==> src/rtl/nvs_pkg.sv <==
package nvs_pkg;

    localparam int AW = 8;
    localparam int DW = 8;

    localparam logic [AW-1:0] SR_ADDR  = 8'h03;
    localparam logic [AW-1:0] CTL_ADDR = 8'h00;

    localparam int LOW_A_BIT   = 2;
    localparam int LOW_B_BIT   = 3;
    localparam int BUSY_BIT    = 7;
    localparam int REFRESH_BIT = 3;

    localparam logic [DW-1:0] LOW_MASK     = (DW'(1) << LOW_A_BIT) | (DW'(1) << LOW_B_BIT);
    localparam logic [DW-1:0] REFRESH_MASK = DW'(1) << REFRESH_BIT;

    typedef enum logic [1:0] {
        ERR_NONE    = 2'd0,
        ERR_LOWSUP  = 2'd1,
        ERR_TIMEOUT = 2'd2,
        ERR_RANGE   = 2'd3
    } err_e;

    typedef enum logic [3:0] {
        ST_IDLE,
        ST_CHK_SR,
        ST_CLR_LOW,
        ST_LOW_WAIT,
        ST_RECHK_SR,
        ST_CTL_RD,
        ST_CTL_WR,
        ST_POLL_RD,
        ST_POLL_WAIT,
        ST_XFER_RD,
        ST_XFER_WR,
        ST_EXIT_RD,
        ST_EXIT_WR,
        ST_DONE
    } state_e;

    typedef struct packed {
        logic          req;
        logic          we;
        logic [AW-1:0] addr;
        logic [DW-1:0] data;
    } bus_t;

    function automatic logic has_low(input logic [DW-1:0] s);
        return |(s & LOW_MASK);
    endfunction

endpackage

==> src/rtl/nvs_delay.sv <==
module nvs_delay #(
    parameter int CYCLES = 16
) (
    input  logic clk,
    input  logic rst,
    input  logic run,
    output logic expired
);
    localparam int CW = $clog2(CYCLES + 1);

    logic [CW-1:0] cnt_q;

    assign expired = run && (cnt_q == CW'(CYCLES - 1));

    always_ff @(posedge clk) begin
        if (rst || !run) begin
            cnt_q <= '0;
        end else if (!expired) begin
            cnt_q <= cnt_q + 1'b1;
        end
    end


    delay_bound_chk: assert property (@(posedge clk) disable iff (rst)
        cnt_q < CW'(CYCLES));

endmodule

==> src/rtl/nvs_range.sv <==
module nvs_range #(
    parameter int ADDR_W = 8,
    parameter int LEN_W  = 7,
    parameter int LIMIT  = 64
) (
    input  logic [ADDR_W-1:0] addr,
    input  logic [LEN_W-1:0]  len,
    output logic              ok
);
    localparam int SW = ((ADDR_W > LEN_W) ? ADDR_W : LEN_W) + 1;

    logic [SW-1:0] end_sum;

    assign end_sum = SW'(addr) + SW'(len);
    assign ok      = (SW'(addr) < SW'(LIMIT)) && (end_sum <= SW'(LIMIT));

endmodule

==> src/rtl/nvm_access_seq.sv <==
module nvm_access_seq
    import nvs_pkg::*;
#(
    parameter int LEN_W        = 7,
    parameter int AREA_SIZE    = 64,
    parameter int POLL_MAX     = 100,
    parameter int DELAY_CYCLES = 16
) (
    input  logic             clk,
    input  logic             rst,
    input  logic             cmd_valid,
    output logic             cmd_ready,
    input  logic             cmd_write,
    input  logic [AW-1:0]    cmd_addr,
    input  logic [LEN_W-1:0] cmd_len,
    input  logic [DW-1:0]    wr_data,
    output logic [LEN_W-1:0] xfer_idx,
    output logic             rd_valid,
    output logic [DW-1:0]    rd_data,
    output logic             done,
    output logic [1:0]       err,
    output logic             bus_req,
    output logic             bus_we,
    output logic [AW-1:0]    bus_addr,
    output logic [DW-1:0]    bus_wdata,
    input  logic [DW-1:0]    bus_rdata,
    input  logic             bus_ack
);
    localparam int PW = $clog2(POLL_MAX + 1);

    state_e           st_q;
    err_e             err_q;
    logic             wr_q;
    logic             entry_q;
    logic [AW-1:0]    base_q;
    logic [LEN_W-1:0] len_q;
    logic [LEN_W-1:0] idx_q;
    logic [DW-1:0]    sr_q;
    logic [DW-1:0]    ctl_q;
    logic [PW-1:0]    poll_q;
    logic             rdv_q;
    logic [DW-1:0]    rdd_q;

    bus_t             bus_d;
    logic             acc_done;
    logic             dly_expired;
    logic             range_ok;
    logic             last_byte;
    logic [AW-1:0]    cur_addr;

    nvs_delay #(.CYCLES(DELAY_CYCLES)) u_delay (
        .clk     (clk),
        .rst     (rst),
        .run     ((st_q == ST_LOW_WAIT) || (st_q == ST_POLL_WAIT)),
        .expired (dly_expired)
    );

    nvs_range #(.ADDR_W(AW), .LEN_W(LEN_W), .LIMIT(AREA_SIZE)) u_range (
        .addr (cmd_addr),
        .len  (cmd_len),
        .ok   (range_ok)
    );

    assign cur_addr  = base_q + AW'(idx_q);
    assign last_byte = ({1'b0, idx_q} + (LEN_W+1)'(1)) == {1'b0, len_q};
    assign acc_done  = bus_req && bus_ack;

    always_comb begin
        bus_d = '0;
        unique case (st_q)
            ST_CHK_SR, ST_RECHK_SR, ST_POLL_RD:
                bus_d = '{req: 1'b1, we: 1'b0, addr: SR_ADDR, data: '0};
            ST_CLR_LOW:
                bus_d = '{req: 1'b1, we: 1'b1, addr: SR_ADDR, data: sr_q & ~LOW_MASK};
            ST_CTL_RD, ST_EXIT_RD:
                bus_d = '{req: 1'b1, we: 1'b0, addr: CTL_ADDR, data: '0};
            ST_CTL_WR:
                bus_d = '{req: 1'b1, we: 1'b1, addr: CTL_ADDR, data: ctl_q & ~REFRESH_MASK};
            ST_EXIT_WR:
                bus_d = '{req: 1'b1, we: 1'b1, addr: CTL_ADDR, data: ctl_q | REFRESH_MASK};
            ST_XFER_RD:
                bus_d = '{req: 1'b1, we: 1'b0, addr: cur_addr, data: '0};
            ST_XFER_WR:
                bus_d = '{req: 1'b1, we: 1'b1, addr: cur_addr, data: wr_data};
            default:
                bus_d = '0;
        endcase
    end

    assign bus_req   = bus_d.req;
    assign bus_we    = bus_d.we;
    assign bus_addr  = bus_d.addr;
    assign bus_wdata = bus_d.data;

    assign cmd_ready = (st_q == ST_IDLE);
    assign done      = (st_q == ST_DONE);
    assign err       = err_q;
    assign xfer_idx  = idx_q;
    assign rd_valid  = rdv_q;
    assign rd_data   = rdd_q;

    always_ff @(posedge clk) begin
        if (rst) begin
            st_q    <= ST_IDLE;
            err_q   <= ERR_NONE;
            wr_q    <= 1'b0;
            entry_q <= 1'b0;
            base_q  <= '0;
            len_q   <= '0;
            idx_q   <= '0;
            sr_q    <= '0;
            ctl_q   <= '0;
            poll_q  <= '0;
            rdv_q   <= 1'b0;
            rdd_q   <= '0;
        end else begin
            rdv_q <= 1'b0;
            unique case (st_q)
                ST_IDLE: begin
                    if (cmd_valid) begin
                        wr_q   <= cmd_write;
                        base_q <= cmd_addr;
                        len_q  <= cmd_len;
                        idx_q  <= '0;
                        if (!range_ok) begin
                            err_q <= ERR_RANGE;
                            st_q  <= ST_DONE;
                        end else begin
                            err_q <= ERR_NONE;
                            st_q  <= ST_CHK_SR;
                        end
                    end
                end
                ST_CHK_SR: begin
                    if (acc_done) begin
                        sr_q <= bus_rdata;
                        st_q <= has_low(bus_rdata) ? ST_CLR_LOW : ST_CTL_RD;
                    end
                end
                ST_CLR_LOW: begin
                    if (acc_done) st_q <= ST_LOW_WAIT;
                end
                ST_LOW_WAIT: begin
                    if (dly_expired) st_q <= ST_RECHK_SR;
                end
                ST_RECHK_SR: begin
                    if (acc_done) begin
                        if (has_low(bus_rdata)) begin
                            err_q <= ERR_LOWSUP;
                            st_q  <= ST_DONE;
                        end else begin
                            st_q  <= ST_CTL_RD;
                        end
                    end
                end
                ST_CTL_RD: begin
                    if (acc_done) begin
                        ctl_q <= bus_rdata;
                        st_q  <= ST_CTL_WR;
                    end
                end
                ST_CTL_WR: begin
                    if (acc_done) begin
                        poll_q  <= '0;
                        entry_q <= 1'b1;
                        st_q    <= ST_POLL_RD;
                    end
                end
                ST_POLL_RD: begin
                    if (acc_done) begin
                        if (bus_rdata[BUSY_BIT]) begin
                            if (poll_q == PW'(POLL_MAX - 1)) begin
                                err_q <= ERR_TIMEOUT;
                                st_q  <= ST_EXIT_RD;
                            end else begin
                                poll_q <= poll_q + 1'b1;
                                st_q   <= ST_POLL_WAIT;
                            end
                        end else if (entry_q) begin
                            entry_q <= 1'b0;
                            st_q    <= (len_q == '0) ? ST_EXIT_RD : ST_XFER_RD;
                        end else begin
                            idx_q <= idx_q + 1'b1;
                            st_q  <= last_byte ? ST_EXIT_RD : ST_XFER_RD;
                        end
                    end
                end
                ST_POLL_WAIT: begin
                    if (dly_expired) st_q <= ST_POLL_RD;
                end
                ST_XFER_RD: begin
                    if (acc_done) begin
                        if (wr_q) begin
                            if (bus_rdata != wr_data) begin
                                st_q <= ST_XFER_WR;
                            end else begin
                                poll_q <= '0;
                                st_q   <= ST_POLL_RD;
                            end
                        end else begin
                            rdv_q <= 1'b1;
                            rdd_q <= bus_rdata;
                            idx_q <= idx_q + 1'b1;
                            if (last_byte) st_q <= ST_EXIT_RD;
                        end
                    end
                end
                ST_XFER_WR: begin
                    if (acc_done) begin
                        poll_q <= '0;
                        st_q   <= ST_POLL_RD;
                    end
                end
                ST_EXIT_RD: begin
                    if (acc_done) begin
                        ctl_q <= bus_rdata;
                        st_q  <= ST_EXIT_WR;
                    end
                end
                ST_EXIT_WR: begin
                    if (acc_done) st_q <= ST_DONE;
                end
                ST_DONE: begin
                    st_q <= ST_IDLE;
                end
                default: begin
                    st_q <= ST_IDLE;
                end
            endcase
        end
    end

    // Observation state for the properties below: what the bus has seen since accept.
    logic any_acc_q;
    logic other_acc_q;
    logic refresh_off_q;

    always_ff @(posedge clk) begin
        if (rst || (cmd_ready && cmd_valid)) begin
            any_acc_q     <= 1'b0;
            other_acc_q   <= 1'b0;
            refresh_off_q <= 1'b0;
        end else if (acc_done) begin
            any_acc_q <= 1'b1;
            if (bus_addr != SR_ADDR) other_acc_q <= 1'b1;
            if (bus_we && (bus_addr == CTL_ADDR)) refresh_off_q <= !bus_wdata[REFRESH_BIT];
        end
    end


    range_silent_chk: assert property (@(posedge clk) disable iff (rst)
        (done && (err == 2'd3)) |-> !any_acc_q);


    lowsup_abort_chk: assert property (@(posedge clk) disable iff (rst)
        (done && (err == 2'd1)) |-> !other_acc_q);


    refresh_off_chk: assert property (@(posedge clk) disable iff (rst)
        (bus_req && ((st_q == ST_XFER_RD) || (st_q == ST_XFER_WR))) |-> refresh_off_q);


    refresh_back_chk: assert property (@(posedge clk) disable iff (rst)
        done |-> !refresh_off_q);


    poll_bound_chk: assert property (@(posedge clk) disable iff (rst)
        poll_q < PW'(POLL_MAX));


    done_pulse_chk: assert property (@(posedge clk) disable iff (rst)
        done |=> (!done && cmd_ready));


    busy_ready_chk: assert property (@(posedge clk) disable iff (rst)
        (cmd_ready && cmd_valid) |=> !cmd_ready);


    bus_hold_chk: assert property (@(posedge clk) disable iff (rst)
        (bus_req && !bus_ack) |=> (bus_req && $stable(bus_addr) && $stable(bus_we)));

endmodule

==> config.mk <==
export PLATFORM = sky130hd
export DESIGN_NAME = nvm_access_seq
export DESIGN_NICKNAME = d
export VERILOG_FILES = /design/src/rtl/nvs_pkg.sv /design/src/rtl/nvs_delay.sv /design/src/rtl/nvs_range.sv /design/src/rtl/nvm_access_seq.sv
export SDC_FILE = /design/constraint.sdc
export NUM_CORES = 1
export LEC_CHECK = 0
export BUFFER_PORTS_ARGS = -buffer_cell sky130_fd_sc_hd__buf_2
export CORE_ASPECT_RATIO = 1.4
export CORE_MARGIN = 3
export CORE_UTILIZATION = 30
export CTS_CLUSTER_DIAMETER = 200
export DETAILED_ROUTE_END_ITERATION = 16
export PLACE_DENSITY = 0.47
export SYNTH_ARGS = -nofsm -noshare
export SYNTH_HDL_FRONTEND = slang
export SYNTH_HIERARCHICAL = 1
export SYNTH_SLANG_ARGS = --single-unit
==> constraint.sdc <==
create_clock -name clk -period 3.85 [get_ports clk]
set_clock_uncertainty 0.15 [all_clocks]
set_input_delay 0.77 -clock clk [delete_from_list [all_inputs] [get_ports clk]]
set_output_delay 0.77 -clock clk [all_outputs]
set_load 0.03 [all_outputs]
==> impl_metrics.env, run 1 <==
export IMPL_avgViaCountPerCell=5.161
export IMPL_synthFlopType="dfxtp_1"
export IMPL_synth_cells=520
export IMPL_start_util_pct=30.85
export IMPL_netlist_area_um2=4149
export IMPL_power_switching_w=0.001132
export IMPL_htree_levels=3
export IMPL_hold_viol_final=0
export IMPL_worst_pin_slew_ns=0.8519
export IMPL_antenna_left=0
export IMPL_clock_path_buffers=2
export IMPL_clock_latency_ns=0.33
export IMPL_async_flop_share_pct=0
export IMPL_synth_edf_count=0
export IMPL_dp_hpwl_um=9770
export IMPL_clock_sinks=64
export IMPL_antenna_found_initial=0
export IMPL_p_per_area_nw_per_um2=574.1
export IMPL_path_clk_slew_ns=0.06
export IMPL_fin_cells=778
export IMPL_power_leakage_nw=2.187
export IMPL_place_inst=762
export IMPL_port_buffers=73
export IMPL_synth_seq_cells=64
export IMPL_io_pins=74
export IMPL_required_ns=2.93
export IMPL_cp_arrival_ns=2.61
export IMPL_fillers=1399
export IMPL_min_period_ns=3.530
export IMPL_maxCapViolCount=0
export IMPL_cp_cell_sequence="ha_1 > a21o_1 > a21oi_1 > o21bai_1 > a2111oi_0 > o221ai_1 > nand2_1 > buf_2"
export IMPL_cts_resized=0
export IMPL_root_buffer="clkbuf_16"
export IMPL_syn_mean_instance_area_um2=7.979
export IMPL_gp_congestion=0.8332
export IMPL_diodes=0
export IMPL_setup_tns_ns=0
export IMPL_pwr_share_comb_pct=38.3
export IMPL_wl_um=12860
export IMPL_setup_viol=0
export IMPL_die_w_um=105.4
export IMPL_relSlewSlack_pct=42.90
export IMPL_grt_overflow=0
export IMPL_grt_max_degree=57
export IMPL_grt_pass1_vias=3912
export IMPL_p_int_w=0.001780
export IMPL_cp_slowest_cell="a2111oi_0"
export IMPL_synth_nets=576
export IMPL_criticalPathCategory="reg2out"
export IMPL_cts_tree="yes"
export IMPL_hp_class="reg2reg"
export IMPL_ys_types=72
export IMPL_grt_use_total_pct=16.57
export IMPL_multiInputGateArea_um2=2670
export IMPL_wire_per_inst_um=16.53
export IMPL_slowest_delay_ns=0.55
export IMPL_layout_worst_path_cycle_share_pct=91.69
export IMPL_ys_warnings_count=6
export IMPL_netSwitchingFraction_pct=38.88
export IMPL_dr_total_vias=4015
export IMPL_ctsHoldBuffers=0
export IMPL_first_pass_iters=5
export IMPL_num_rows=50
export IMPL_clkPwrFrac_pct=32.5
export IMPL_rrSetupSlack_ns=1.00
export IMPL_cts_setup_buffers=0
export IMPL_maxSlewViolCount=0
export IMPL_die_y_um=145.1
export IMPL_outcome="completed"
export IMPL_synth_seq_area_share_pct=30.88
export IMPL_initialDrtViolationCount=287
export IMPL_nets=647
export IMPL_core_area_um2=13450
export IMPL_drc=0
export IMPL_areaGrowthSynthToFinish_pct=22.26
export IMPL_die_area_um2=15300
export IMPL_grt_pass1_wl_um=20270
export IMPL_endpoint_kind="output pin"
export IMPL_rsz0062_at_grt="no"
export IMPL_start_kind="flop"
export IMPL_clock_fmax_ghz=0.2833
export IMPL_seq_area_um2=1281
export IMPL_numCtsBuffers=9
export IMPL_worstPathMaxFanout=8
export IMPL_p_seq_share_pct=29.3
export IMPL_vdd_ir_drop_max_v=0.0002694
export IMPL_final_layout_size_suffix_gt1_share_pct=21.48
[flip-flops by register name (all words and copies together), names as in the netlist, 2 cells and up]
name,flops
len_q,7
base_q,8
ctl_q,7
xfer_idx,7
poll_q,7
u_delay/cnt_q,5
sr_q,6
st_q,4
rd_data,8
err,2
[layer usage]
layer	track usage, %	up-vias	share of wire, %
met1	19.47	1871	42
met2	28.83	126	51
met3	3.605	16	5.1
li1	-	2002	-
met4	6.763	0	1.9
met5	0	-	0
[layout make-up]
type | count | share of cell area, %
multi-input combinational | 410 | 52.64
clock buffer | 9 | 4.440
timing repair buffer | 89 | 9.571
sequential | 64 | 25.26
clock inverter | 7 | 2.343
inverter | 17 | 1.258
tap | 182 | 4.489
[power by group through the flow]
stage | registers (W) | clock network (W) | logic (W)
5_1_grt | 0.000862 | 0.000997 | 0.00122
2_1_floorplan | 0.000830 | 0 | 0.000816
4_1_cts | 0.000850 | 0.000967 | 0.00112
3_5_place_dp | 0.000863 | 0 | 0.00111
3_3_place_gp | 0.000866 | 0 | 0.00111
6_report | 0.000853 | 0.000945 | 0.00111
[cells in the final DEF (no fill, tap or decap), types with 16 or more instances in the layout]
| master | synthesis | routed |
|---|---|---|
| a21oi_1 | 51 | 51 |
| buf_2 | 5 | 73 |
| buf_4 | 1 | 16 |
| dfxtp_1 | 64 | 64 |
| ha_1 | 18 | 18 |
| inv_1 | 16 | 16 |
| mux2i_1 | 17 | 17 |
| nand2_1 | 61 | 61 |
| nand3_1 | 22 | 22 |
| nor2_1 | 59 | 59 |
| o21ai_0 | 21 | 21 |
| xnor2_1 | 20 | 20 |
| xor2_1 | 16 | 16 |
[cell usage after synthesis (9+ instances only)]
cell      instances  area share, %
dfxtp_1          64             31
clkbuf_1         20            1.8
o21ai_0          21            2.5
ha_1             18            5.4
xor2_1           16            3.4
nor2_1           59            5.3
nand2_1          61            5.5
nand4_1           9            1.4
mux2i_1          17            4.1
nand3_1          22            2.7
a21oi_1          51            6.2
inv_1            16            1.4
xnor2_1          20            4.2
[final timing paths]
check / endpoint / start / cells past startpoint
worst min-delay path: rd_data[6] / rd_data[6] / 2
worst max-delay path: bus_addr[7] / xfer_idx[0] / 8
worst max register to register: st_q[2] / st_q[0] / 11
worst min register to register: rd_data[6] / rd_data[6] / 2
[logic make-up (layout without fill, tap and decap cells)]
logic type      count (synthesis)  count (layout)  synth area share [%]
xor+xnor                       36              36                 7.599
mux                            18              18                 4.373
compound gates                118             118                 18.25
buf+inv                        46             122                 4.765
simple gates                  218             218                 27.74
flops                          64              64                 30.88
fa+ha+maj                      20              20                 6.393
[critical path: cells and delay by family, from the launching register on]
kind | cells | cell delay [ns]
compound gates | 5 | 1.28
flops | 1 | 0.41
fa+ha+maj | 1 | 0.28
buf+inv | 1 | 0.20
simple gates | 1 | 0.11
[through the flow]
stage	area [um^2]	total power, W	util (%)	hold WS (ns)	setup slack, ns
CTS	5072	0.002933	37.71	0.3052	0.3128
finish	5072	0.002912	37.71	0.3013	0.3198
global route	5072	0.003080	37.71	0.3239	0.1246
floorplan	4149	0.001646	-	0.2900	0.5824
global placement	4728	0.001972	35.15	0.2925	0.3790
detailed placement	4728	0.001974	35.15	0.2968	0.3078
(Power assumes the default switching activity.)
==> inputs of run 2 (changes only) <==
--- a/config.mk
+++ b/config.mk
@@ -11,8 +11,7 @@
 export CORE_UTILIZATION = 30
 export CTS_CLUSTER_DIAMETER = 200
 export DETAILED_ROUTE_END_ITERATION = 16
-export PLACE_DENSITY = 0.47
+export PLACE_DENSITY = 0.5
 export SYNTH_ARGS = -nofsm -noshare
 export SYNTH_HDL_FRONTEND = slang
-export SYNTH_HIERARCHICAL = 1
 export SYNTH_SLANG_ARGS = --single-unit
==> run 2 against run 1 <==
- count of clock-buffer cells in the layout rose by 4
- highest routed layer unchanged
- largest cell class unchanged
- register-to-register slack got worse by 0.37 ns
- die area fell by 3.6%
- global-route usage fell by 0.21 points
==> impl_metrics.env, run 2 <==
export IMPL_timing_hold_ws_ns=0.3134
export IMPL_cts_tree="yes"
export IMPL_dr_total_vias=3847
export IMPL_clock_path_buffers=2
export IMPL_root_buffer="clkbuf_16"
export IMPL_vdd_ir_drop_max_v=0.0002392
export IMPL_synth_top_cell_area_share_pct=32.10
export IMPL_port_buffers=73
export IMPL_core_area_um2=12940
export IMPL_clock_fmax_ghz=0.2986
export IMPL_power_leakage_nw=2.134
export IMPL_criticalPathCategory="reg2out"
export IMPL_ctsHoldBuffers=0
export IMPL_dp_hpwl_um=8697
export IMPL_maxSlewViolCount=0
export IMPL_async_flop_share_pct=0
export IMPL_areaGrowthSynthToFinish_pct=21.10
export IMPL_cp_slowest_cell="fa_1"
export IMPL_die_w_um=103.5
export IMPL_grt_pass1_vias=3838
export IMPL_relSlewSlack_pct=36.01
export IMPL_final_cell_mix="buf_2 (73), nor2_1 (72), dfxtp_1 (64), nand2_1 (50), a21oi_1 (47)"
export IMPL_outcome="completed"
export IMPL_gp_congestion=0.8764
export IMPL_start_util_pct=30.85
export IMPL_htree_levels=3
export IMPL_die_y_um=142.5
export IMPL_yosys_area_top_type="dfxtp_1"
export IMPL_final_layout_size_suffix_gt1_share_pct=17.34
export IMPL_setup_tns_ns=0
export IMPL_num_rows=49
export IMPL_setup_viol=0
export IMPL_required_ns=2.93
export IMPL_synth_cells=505
export IMPL_avgViaCountPerCell=5.136
export IMPL_cts_setup_buffers=0
export IMPL_start_kind="flop"
export IMPL_clock_sinks=64
export IMPL_yosysMostFrequentCell="nor2_1"
export IMPL_cp_cell_sequence="ha_1 > fa_1 > a21o_1 > a21o_1 > a21o_1 > a21oi_1 > xor2_1 > nor2_1 > buf_2"
export IMPL_grt_max_degree=34
export IMPL_cp_arrival_ns=2.43
export IMPL_synth_seq_area_share_pct=32.10
export IMPL_grt_use_total_pct=16.36
export IMPL_nets=622
export IMPL_maxCapViolCount=0
export IMPL_min_period_ns=3.349
export IMPL_ys_types=58
export IMPL_final_common_cell="buf_2"
export IMPL_crit_top_cell="a21o_1"
export IMPL_cts_resized=0
export IMPL_first_pass_iters=6
export IMPL_path_buf_inv=1
export IMPL_grt_overflow=0
export IMPL_numCtsBuffers=9
export IMPL_syn_mean_instance_area_um2=7.904
export IMPL_diodes=0
export IMPL_hp_class="reg2reg"
export IMPL_wl_um=11470
export IMPL_grt_pass1_wl_um=18930
export IMPL_crit_family="compound AO/OA/AOI/OAI gates"
export IMPL_synthFlopType="dfxtp_1"
export IMPL_ys_warnings_count=0
export IMPL_io_pins=74
export IMPL_antenna_found_initial=0
export IMPL_layout_worst_path_cycle_share_pct=86.99
export IMPL_synth_area_top_cells="dfxtp_1 (32%), nor2_1 (6.8%), mux2i_1 (6.5%), a21oi_1 (5.9%), ha_1 (5.6%)"
export IMPL_rsz0062_at_grt="no"
export IMPL_worstPathMaxFanout=2
export IMPL_clock_latency_ns=0.33
export IMPL_slowest_delay_ns=0.41
export IMPL_worst_pin_slew_ns=0.9599
export IMPL_drc=0
export IMPL_hold_viol_final=0
export IMPL_synth_edf_count=0
export IMPL_die_area_um2=14740
export IMPL_synth_seq_cells=64
export IMPL_path_clk_slew_ns=0.05
export IMPL_p_per_area_nw_per_um2=609.0
export IMPL_synth_nets=561
export IMPL_initialDrtViolationCount=302
export IMPL_antenna_left=0
export IMPL_netlist_area_um2=3991
export IMPL_wire_per_inst_um=15.31
export IMPL_synth_common_cells="nor2_1 (72), dfxtp_1 (64), nand2_1 (50), a21oi_1 (47), mux2i_1 (26)"
export IMPL_endpoint_kind="output pin"
==> run 2: cell count changes after synthesis, moves of 5 or more <==
cell      change
nor2_1       +13
xnor2_1       -9
clkbuf_1      +5
nand3_1      -12
xor2_1        +5
nand2_1      -11
mux2i_1       +9
==> run 2: where the power goes <==
group / internal (W) / total (W) / switching [W] / leakage, nW
clock: 0.000584 / 0.000877 / 0.000293 / 0.154
combinational: 0.000410 / 0.00118 / 0.000770 / 1.46
sequential: 0.000745 / 0.000888 / 0.000143 / 0.519
total: 0.00174 / 0.00294 / 0.00121 / 2.13
==> run 2: kinds of logic after synthesis <==
kind of cell,share of synthesized area (%)
AND/OR/NAND/NOR,24.26
adder cells (fa/ha/maj),6.646
multiplexers,6.520
AO/OA/AOI/OAI,18.90
XOR/XNOR,7.022
buffers and inverters,4.546
flip-flops,32.10
==> run 2: worst min-delay path, delay by kind of cell (launching register included) <==
| kind | cells | cell delay, ns |
|---|---|---|
| AO/OA/AOI/OAI | 1 | 0.05 |
| flip-flops | 1 | 0.31 |
| AND/OR/NAND/NOR | 1 | 0.05 |
==> run 2: metal layers <==
metal	wire, um	vias to the layer above	GRT usage [%]	share of wire (%)
met5	0	-	0	0
met4	275	0	6.003	2.4
met3	776	20	4.365	6.8
met2	5867	120	28.70	51
met1	4546	1790	18.63	40
li1	-	1917	-	-
==> run 2: layout make-up <==
| type | instances | area, um^2 |
|---|---|---|
| Multi-Input combinational cell | 394 | 2529 |
| Fill cell | 1364 | 8103 |
| Clock buffer | 13 | 250.2 |
| Inverter | 16 | 60.06 |
| Clock inverter | 3 | 65.06 |
| Timing Repair Buffer | 81 | 425.4 |
| Sequential cell | 64 | 1281 |
| Tap cell | 178 | 222.7 |
==> run 2: worst paths after layout <==
kind / start / endpoint / slack [ns] / cells past startpoint
setup / recovery: base_q[0] / bus_addr[6] / 0.50 / 9
hold / removal: base_q[2] / base_q[2] / 0.31 / 2
setup reg to reg: st_q[0] / xfer_idx[2] / 0.63 / 6
hold reg to reg: base_q[2] / base_q[2] / 0.31 / 2
==> run 2: through the flow <==
stage	cell area [um^2]	util [%]	worst slack (ns)	power [W]	std cells
2_1_floorplan	3991	-	0.6075	0.001738	505
3_3_place_gp	4518	34.93	0.4351	0.002072	733
3_5_place_dp	4518	34.93	0.3084	0.002082	733
4_1_cts	4833	37.36	0.4507	0.002970	749
5_1_grt	4833	37.36	0.2880	0.003148	749
6_report	4833	37.36	0.5008	0.002944	749
==> inputs of run 3 (changes only) <==
--- a/config.mk
+++ b/config.mk
@@ -11,6 +11,7 @@
 export CORE_UTILIZATION = 30
 export CTS_CLUSTER_DIAMETER = 200
 export DETAILED_ROUTE_END_ITERATION = 16
+export GPL_TIMING_DRIVEN = 0
 export PLACE_DENSITY = 0.5
 export SYNTH_ARGS = -nofsm -noshare
 export SYNTH_HDL_FRONTEND = slang
==> run 3 against run 2 <==
- via count is 2.3% higher
- sequential power fell by 8.8%
- critical path type unchanged
- hold slack got worse by 0.0023 ns
- sequential share of layout area fell by 0.25 points
- critical endpoint is now bus_addr[7]
- register-to-register slack better by 0.35 ns
- maximum frequency fell by 4.0%
- critical path depth stayed put
- combinational power increased by 11%
==> impl_metrics.env, run 3 (synthesized netlist as in run 2, its figures left out) <==
export IMPL_setup_viol=0
export IMPL_worst_pin_slew_ns=0.6413
export IMPL_gp_congestion=0.9429
export IMPL_r2r_start="xfer_idx[1]"
export IMPL_rr_endpoint="st_q[1]"
export IMPL_wire_per_inst_um=15.77
export IMPL_start_kind="flop"
export IMPL_nets=644
export IMPL_rrSetupSlack_ns=0.98
export IMPL_clock_sinks=64
export IMPL_maxCapViolCount=0
export IMPL_core_area_um2=12940
export IMPL_grt_overflow=0
export IMPL_hp_class="reg2reg"
export IMPL_rsz0062_at_grt="no"
export IMPL_antenna_left=0
export IMPL_cts_setup_buffers=0
export IMPL_cp_arrival_ns=2.57
export IMPL_clock_latency_ns=0.32
export IMPL_relSlewSlack_pct=56.96
export IMPL_num_rows=49
export IMPL_dr_total_vias=3937
export IMPL_min_period_ns=3.489
export IMPL_setup_tns_ns=0
export IMPL_final_common_cell="buf_2"
export IMPL_numCtsBuffers=9
export IMPL_whs_path_depth=2
export IMPL_start_util_pct=30.85
export IMPL_avgViaCountPerCell=5.106
export IMPL_first_pass_iters=5
export IMPL_endpoint_kind="output pin"
export IMPL_grt_max_degree=11
export IMPL_htree_levels=3
export IMPL_drc=0
export IMPL_dp_hpwl_um=9534
export IMPL_crit_end="bus_addr[7]"
export IMPL_io_pins=74
export IMPL_port_buffers=72
export IMPL_p_per_area_nw_per_um2=600.7
export IMPL_diodes=0
export IMPL_cts_tree="yes"
export IMPL_place_inst=755
export IMPL_layout_worst_path_cycle_share_pct=90.62
export IMPL_grt_use_total_pct=16.92
export IMPL_root_buffer="clkbuf_16"
export IMPL_worstPathMaxFanout=10
export IMPL_clock_path_buffers=2
export IMPL_die_w_um=103.5
export IMPL_fin_cells=771
export IMPL_wl_um=12160
export IMPL_grt_pass1_vias=4028
export IMPL_vdd_ir_drop_max_v=0.0003621
export IMPL_antenna_found_initial=0
export IMPL_grt_pass1_wl_um=19430
export IMPL_final_util_pct=37.72
export IMPL_r2r_cells=8
export IMPL_required_ns=2.93
export IMPL_criticalPathCategory="reg2out"
export IMPL_final_cell_mix="buf_2 (76), nor2_1 (72), dfxtp_1 (64), nand2_1 (50), a21oi_1 (47)"
export IMPL_die_area_um2=14740
export IMPL_clock_fmax_ghz=0.2866
export IMPL_cp_startpoint="xfer_idx[1]"
export IMPL_cts_resized=0
export IMPL_die_y_um=142.5
export IMPL_initialDrtViolationCount=277
export IMPL_areaGrowthSynthToFinish_pct=22.26
export IMPL_ctsHoldBuffers=0
export IMPL_hold_viol_final=0
export IMPL_maxSlewViolCount=0
export IMPL_final_layout_size_suffix_gt1_share_pct=16.19
export IMPL_outcome="completed"
export IMPL_path_clk_slew_ns=0.05
export IMPL_power_leakage_nw=2.137
## run 3: power breakdown
| part | internal (W) | switching [W] | total (W) | leakage (nW) |
|---|---|---|---|---|
| sequential | 0.000745 | 0.0000655 | 0.000810 | 0.519 |
| combinational | 0.000421 | 0.000884 | 0.00131 | 1.47 |
| clock | 0.000534 | 0.000281 | 0.000815 | 0.150 |
## run 3: worst min path at each step
stage	from	endpoint
2_1_floorplan	base_q[0]	base_q[0]
3_3_place_gp	base_q[2]	base_q[2]
3_5_place_dp	base_q[5]	base_q[5]
4_1_cts	base_q[5]	base_q[5]
5_1_grt	base_q[6]	base_q[6]
6_report	base_q[5]	base_q[5]
## run 3: worst max-delay path, stage by stage (launching register included)
cell	delay (ns)
dfxtp_1	0.55
ha_1	0.30
a21o_1	0.19
a21oi_1	0.17
nor2b_1	0.08
o21a_1	0.19
o41ai_1	0.32
xor2_1	0.19
nor2_1	0.06
buf_2	0.20
## run 3: metrics by stage
stage	hold WS [ns]	worst slack, ns	cell area, um^2	power [W]
3_5_place_dp	0.3089	0.1773	4574	0.002121
6_report	0.3111	0.3612	4880	0.002931
4_1_cts	0.3161	0.2097	4875	0.002947
5_1_grt	0.3408	0.1826	4880	0.003122
3_3_place_gp	0.3071	0.2470	4574	0.002109
2_1_floorplan	0.2900	0.6075	3991	0.001738
## run 3: metal layers
layer | vias up | GRT usage (%) | share of wire, %
li1 | 1960 | - | -
met1 | 1838 | 19.32 | 42
met2 | 122 | 30.07 | 51
met3 | 17 | 3.825 | 5.1
met4 | 0 | 6.276 | 2.6
met5 | - | 0 | 0
## run 3: final cells by class
class	count	area [um^2]
Clock buffer	13	260.3
Fill cell	1404	8056
Sequential cell	64	1281
Clock inverter	3	40.04
Tap cell	178	222.7
Buffer	31	121.4
Multi-Input combinational cell	394	2534
Inverter	16	60.06
Timing Repair Buffer	72	360.3
